--- config.mk ---
export PLATFORM = sky130hd
export DESIGN_NAME = seqpc_seq
export DESIGN_NICKNAME = d
export VERILOG_FILES = /design/src/rtl/seqpc_pkg.sv /design/src/rtl/seqpc_poly.sv /design/src/rtl/seqpc_bank.sv /design/src/rtl/seqpc_ctrl.sv /design/src/rtl/seqpc_seq.sv
export SDC_FILE = /design/constraint.sdc
export NUM_CORES = 1
export LEC_CHECK = 0
export BUFFER_PORTS_ARGS = -buffer_cell sky130_fd_sc_hd__buf_2
export CELL_PAD_IN_SITES_DETAIL_PLACEMENT = 1
export CELL_PAD_IN_SITES_GLOBAL_PLACEMENT = 1
export CORE_ASPECT_RATIO = 0.7
export CORE_MARGIN = 5
export CORE_UTILIZATION = 30
export DETAILED_ROUTE_END_ITERATION = 7
export GPL_TIMING_DRIVEN = 0
export PLACE_DENSITY_LB_ADDON = 0.08
export SYNTH_ARGS = -nofsm -noshare
export SYNTH_HDL_FRONTEND = slang
export SYNTH_SLANG_ARGS = --single-unit
--- constraint.sdc ---
create_clock -name clk_i -period 2.16 [get_ports clk_i]
set_input_delay 0.432 -clock clk_i [delete_from_list [all_inputs] [get_ports clk_i]]
set_output_delay 0.432 -clock clk_i [all_outputs]
set_load 0.03 [all_outputs]
--- src/rtl/seqpc_pkg.sv ---
package seqpc_pkg;
  localparam int unsigned POLY_W     = 6;
  localparam int unsigned BANK_W     = 5;
  localparam int unsigned ADDR_W     = POLY_W + BANK_W;
  localparam logic [POLY_W-1:0] POLY_TAPS = 6'b110000;
  localparam logic [ADDR_W-1:0] RESET_ADDR = 11'h3C0;
  localparam int unsigned FILL_STEPS = 4;

  typedef enum logic [1:0] {
    PEND_NONE  = 2'd0,
    PEND_XFER  = 2'd1,
    PEND_TBL_A = 2'd2,
    PEND_TBL_B = 2'd3
  } pend_e;
endpackage

--- src/rtl/seqpc_poly.sv ---
module seqpc_poly #(
  parameter int unsigned W = 6,
  parameter logic [W-1:0] TAPS = 6'b110000,
  parameter logic [W-1:0] RST_VAL = '0
) (
  input  logic         clk_i,
  input  logic         rst_ni,
  input  logic         adv_i,
  input  logic         load_i,
  input  logic [W-1:0] load_val_i,
  output logic [W-1:0] poly_o,
  output logic         wrap_next_o
);
  logic [W-1:0] poly_q, poly_d, succ;
  logic         fb;

  // feedback with the zero state spliced into the maximal cycle
  always_comb begin
    fb   = (^(poly_q & TAPS)) ^ (poly_q[W-2:0] == '0);
    succ = {poly_q[W-2:0], fb};
  end

  always_comb begin
    poly_d = poly_q;
    if (load_i)     poly_d = load_val_i;
    else if (adv_i) poly_d = succ;
  end

  always_ff @(posedge clk_i or negedge rst_ni) begin
    if (!rst_ni) poly_q <= RST_VAL;
    else if (adv_i || load_i) poly_q <= poly_d;
  end

  assign poly_o      = poly_q;
  assign wrap_next_o = (succ == '0);
endmodule

--- src/rtl/seqpc_bank.sv ---
module seqpc_bank #(
  parameter int unsigned W = 5,
  parameter logic [W-1:0] RST_VAL = '0
) (
  input  logic         clk_i,
  input  logic         rst_ni,
  input  logic         inc_i,
  input  logic         load_i,
  input  logic [W-1:0] load_val_i,
  output logic [W-1:0] bank_o
);
  logic [W-1:0] bank_q, bank_d;

  always_comb begin
    bank_d = bank_q;
    if (load_i)     bank_d = load_val_i;
    else if (inc_i) bank_d = bank_q + 1'b1;
  end

  always_ff @(posedge clk_i or negedge rst_ni) begin
    if (!rst_ni) bank_q <= RST_VAL;
    else if (inc_i || load_i) bank_q <= bank_d;
  end

  assign bank_o = bank_q;
endmodule

--- src/rtl/seqpc_ctrl.sv ---
module seqpc_ctrl
  import seqpc_pkg::*;
#(
  parameter int unsigned AW = ADDR_W,
  parameter int unsigned FILL = FILL_STEPS
) (
  input  logic          clk_i,
  input  logic          rst_ni,
  input  logic          step_i,
  input  logic          xfer_i,
  input  logic [AW-1:0] xfer_tgt_i,
  input  logic          tjmp_i,
  input  logic [AW-1:0] tjmp_tgt_i,
  input  logic          poly_wrap_i,
  output logic          adv_o,
  output logic          load_o,
  output logic [AW-1:0] tgt_o,
  output logic          vld_o,
  output logic          wrap_o
);
  pend_e         pend_q, pend_d;
  logic [AW-1:0] tgt_q, tgt_d;
  logic          wrap_q, wrap_d;
  logic          run;
  logic          fill_adv;

  generate
    if (FILL > 0) begin : g_fill
      localparam int unsigned FW = $clog2(FILL + 1);
      logic [FW-1:0] fill_q, fill_d;
      always_comb begin
        fill_d = fill_q;
        if (fill_adv) fill_d = fill_q + 1'b1;
      end
      always_ff @(posedge clk_i or negedge rst_ni) begin
        if (!rst_ni) fill_q <= '0;
        else if (fill_adv) fill_q <= fill_d;
      end
      assign run = (fill_q == FW'(FILL));
    end else begin : g_nofill
      assign run = 1'b1;
    end
  endgenerate

  assign fill_adv = step_i && !run;

  always_comb begin
    pend_d = pend_q;
    tgt_d  = tgt_q;
    adv_o  = 1'b0;
    load_o = 1'b0;
    if (step_i && run) begin
      unique case (pend_q)
        PEND_NONE: begin
          adv_o = 1'b1;
          if (xfer_i) begin
            pend_d = PEND_XFER;
            tgt_d  = xfer_tgt_i;
          end else if (tjmp_i) begin
            pend_d = PEND_TBL_A;
            tgt_d  = tjmp_tgt_i;
          end
        end
        PEND_XFER: begin
          load_o = 1'b1;
          pend_d = PEND_NONE;
        end
        PEND_TBL_A: begin
          adv_o  = 1'b1;
          pend_d = PEND_TBL_B;
        end
        PEND_TBL_B: begin
          load_o = 1'b1;
          pend_d = PEND_NONE;
        end
        default: pend_d = PEND_NONE;
      endcase
    end
    wrap_d = adv_o && poly_wrap_i;
  end

  always_ff @(posedge clk_i or negedge rst_ni) begin
    if (!rst_ni) begin
      pend_q <= PEND_NONE;
      tgt_q  <= '0;
      wrap_q <= 1'b0;
    end else begin
      wrap_q <= wrap_d;
      if (step_i && run) begin
        pend_q <= pend_d;
        tgt_q  <= tgt_d;
      end
    end
  end

  assign tgt_o  = tgt_q;
  assign vld_o  = run;
  assign wrap_o = wrap_q;
endmodule

--- src/rtl/seqpc_seq.sv ---
module seqpc_seq
  import seqpc_pkg::*;
(
  input  logic              clk_i,
  input  logic              rst_ni,
  input  logic              step_i,
  input  logic              xfer_i,
  input  logic [ADDR_W-1:0] xfer_tgt_i,
  input  logic              tjmp_i,
  input  logic [ADDR_W-1:0] tjmp_tgt_i,
  output logic [ADDR_W-1:0] fetch_addr_o,
  output logic              fetch_vld_o,
  output logic              wrap_o
);
  logic              adv, load, poly_wrap;
  logic [ADDR_W-1:0] tgt;
  logic [POLY_W-1:0] poly;
  logic [BANK_W-1:0] bank;

  seqpc_ctrl #(.AW(ADDR_W), .FILL(FILL_STEPS)) i_ctrl (
    .clk_i       (clk_i),
    .rst_ni      (rst_ni),
    .step_i      (step_i),
    .xfer_i      (xfer_i),
    .xfer_tgt_i  (xfer_tgt_i),
    .tjmp_i      (tjmp_i),
    .tjmp_tgt_i  (tjmp_tgt_i),
    .poly_wrap_i (poly_wrap),
    .adv_o       (adv),
    .load_o      (load),
    .tgt_o       (tgt),
    .vld_o       (fetch_vld_o),
    .wrap_o      (wrap_o)
  );

  seqpc_poly #(.W(POLY_W), .TAPS(POLY_TAPS), .RST_VAL(RESET_ADDR[POLY_W-1:0])) i_poly (
    .clk_i       (clk_i),
    .rst_ni      (rst_ni),
    .adv_i       (adv),
    .load_i      (load),
    .load_val_i  (tgt[POLY_W-1:0]),
    .poly_o      (poly),
    .wrap_next_o (poly_wrap)
  );

  seqpc_bank #(.W(BANK_W), .RST_VAL(RESET_ADDR[ADDR_W-1:POLY_W])) i_bank (
    .clk_i      (clk_i),
    .rst_ni     (rst_ni),
    .inc_i      (adv && poly_wrap),
    .load_i     (load),
    .load_val_i (tgt[ADDR_W-1:POLY_W]),
    .bank_o     (bank)
  );

  assign fetch_addr_o = {bank, poly};
endmodule

==> metrics.yaml <==
status: "completed"
synth_area_per_cell_um2: 9.91
cp_data_required_time_ns: 2.33
final_max_slew_viol_count: 0
rr_worst_depth: 4
post_cts_resized: 1
cap_violations: 0
drtIter0Drc: 19
grt_pass1_wl_um: 6350
grt_max_degree: 29
crit_type: "flip-flop to flip-flop"
vias: 1226
final_common_cell: "buf_2"
place_hpwl_um: 2920
clkTransAtPathRegs_ns: 0.10
first_pass_iters: 4
p_total_w: 0.00225
vdd_drop_max_uv: 298
cts.hold.buffers_added: 0
start_util_pct: 30.5
syn_area_um2: 1440
cts_setup_buffers: 0
tns_ns: 0
gp_congestion: 0.795
cts.htree.levels: 1
ys_async_sr_fraction_pct: 100
clockBufferDepth: 2
dieHeight_um: 67.9
dp_cells: 240
io_buffers: 38
clock-sinks: 28
drive_above_1_share_pct: 28.3
die-area_um2: 6290
synth_warnings: 0
grt_setup_unrepaired: "no"
numCtsBuffers: 3
yosysSeqAreaShare_pct: 49.1
coreArea_um2: 4700
final_util_pct: 37.7
drtAntennaViolNets: 0
slew_headroom_pct: 58.1
max_freq_mhz: 507
diodes: 0
grt_pass1_vias: 1250
grt-ovfl-total: 0
io_pins: 40
num-nets-final: 218
cp-start-kind: "flip-flop"
die_w_um: 92.7
antenna_found_initial: 0
hold_path.class: "input port to async pin"
syn-num-nets: 175
min_period_ns: 1.97
syn2layout_area_growth_pct: 23.5
clk-insertion-delay-late_ns: 0.28
root_buffer: "clkbuf_8"
final_hold_viol_count: 0
wl_per_cell_um: 16.0
track_usage_pct: 13.2
synth-seq-cells: 28
drc_errors: 0
finalNonFillerCells: 244
fin_worst_skew_ns: 0.00858
synth_edf_count: 0
critPathMaxFanout: 7
core.rowCount: 21
wl_um: 3910
worst-endpoint-arrival_ns: 2.15
viasPerCell: 5.02
worst_pin_slew_ns: 0.629
synth_cell_types: 34
end_kind: "flip-flop"
fin_crit_sh_pct: 91.3
p_per_area_nw_per_um2: 1270
postSynthCellCount: 145
final_cell_mix: "buf_2, dfrtp_1, mux2i_1, a21oi_1, nor2_1"
synth_flop_cell: "dfrtp_1"
setup_viol: 0
cts_tree: "done"
power_leakage_nw: 0.829
## cell families after synthesis
group / Yosys count / synth area share (%)
XOR/XNOR: 1 / 0.610
adder cells (fa/ha/maj): 3 / 2.61
AO/OA/AOI/OAI: 38 / 15.5
AND/OR/NAND/NOR: 43 / 15.3
multiplexers: 19 / 13.3
buffers and inverters: 13 / 3.48
flip-flops: 28 / 49.1
## power by group
group	internal [W]	switching (W)	total (W)	leakage (nW)
registers	0.000754	0.000232	0.000986	0.331
clock network	0.000163	0.000168	0.000331	0.0288
logic	0.000369	0.000560	0.000928	0.469
total	0.00129	0.000960	0.00225	0.829
## final cells by class
type / instances / area (um^2)
Timing Repair Buffer: 38 / 190
Sequential cell: 28 / 706
Buffer: 8 / 32.5
Fill cell: 572 / 2930
Multi-Input combinational cell: 104 / 701
Clock buffer: 4 / 55.1
Tap cell: 57 / 71.3
Inverter: 5 / 18.8
## per-layer routing
layer	part of all wire, %	vias up	GRT usage, %
li1	-	609	-
met1	50	584	19.0
met2	44	31	20.1
met3	4.6	2	3.41
met4	0.69	0	2.74
met5	0	-	0
## critical path, cell delays in order (launching register included)
cell      delay, ns
dfrtp_1        0.44
or4_4          0.59
nor3b_4        0.35
a211oi_1       0.13
a311oi_1       0.35
## cell usage after synthesis, drive strengths merged, types with 3 or more instances
library cell,instances,area (um^2)
nor2,14,52.6
inv,5,18.8
nor4,3,18.8
o21ai,8,40.0
mux2i,18,180
o22ai,3,18.8
buf,3,12.5
nor3,3,15.0
clkbuf,5,18.8
nand2,11,41.3
a21oi,17,85.1
dfstp,4,105
and3,3,18.8
dfrtp,24,601
ha,3,37.5
## final timing paths
check	slack [ns]	end	from
worst max-delay path	0.19	i_bank.bank_o[3]	i_poly.poly_o[1]
worst min-delay path	0.16	i_bank.bank_o[4]	rst_ni
worst max register to register	0.19	i_bank.bank_o[3]	i_poly.poly_o[1]
worst min register to register	0.51	i_ctrl.g_fill.fill_q[0]	i_ctrl.g_fill.fill_q[0]
max in group asynchronous	1.59	i_ctrl.pend_q[1]	rst_ni
min in group clk_i	0.40	i_ctrl.g_fill.fill_q[2]	step_i
## registers in the layout, summed over array words and instances, names as in the netlist
register	flops
i_ctrl.tgt_o	11
i_poly.poly_o	6
i_ctrl.g_fill.fill_q	3
i_bank.bank_o	5
i_ctrl.pend_q	2
i_ctrl.wrap_o	1
## through the flow
| step | hold WS, ns | setup WS (ns) | area, um^2 |
|---|---|---|---|
| after floorplan | 0.136 | 0.214 | 1440 |
| after global placement | 0.485 | -0.0373 | 1700 |
| after detailed placement | 0.494 | -0.106 | 1700 |
| after CTS | 0.188 | 0.0322 | 1760 |
| after global routing | 0.216 | 0.124 | 1770 |
| final | 0.164 | 0.188 | 1770 |
Power figures use the tool's default switching activity.
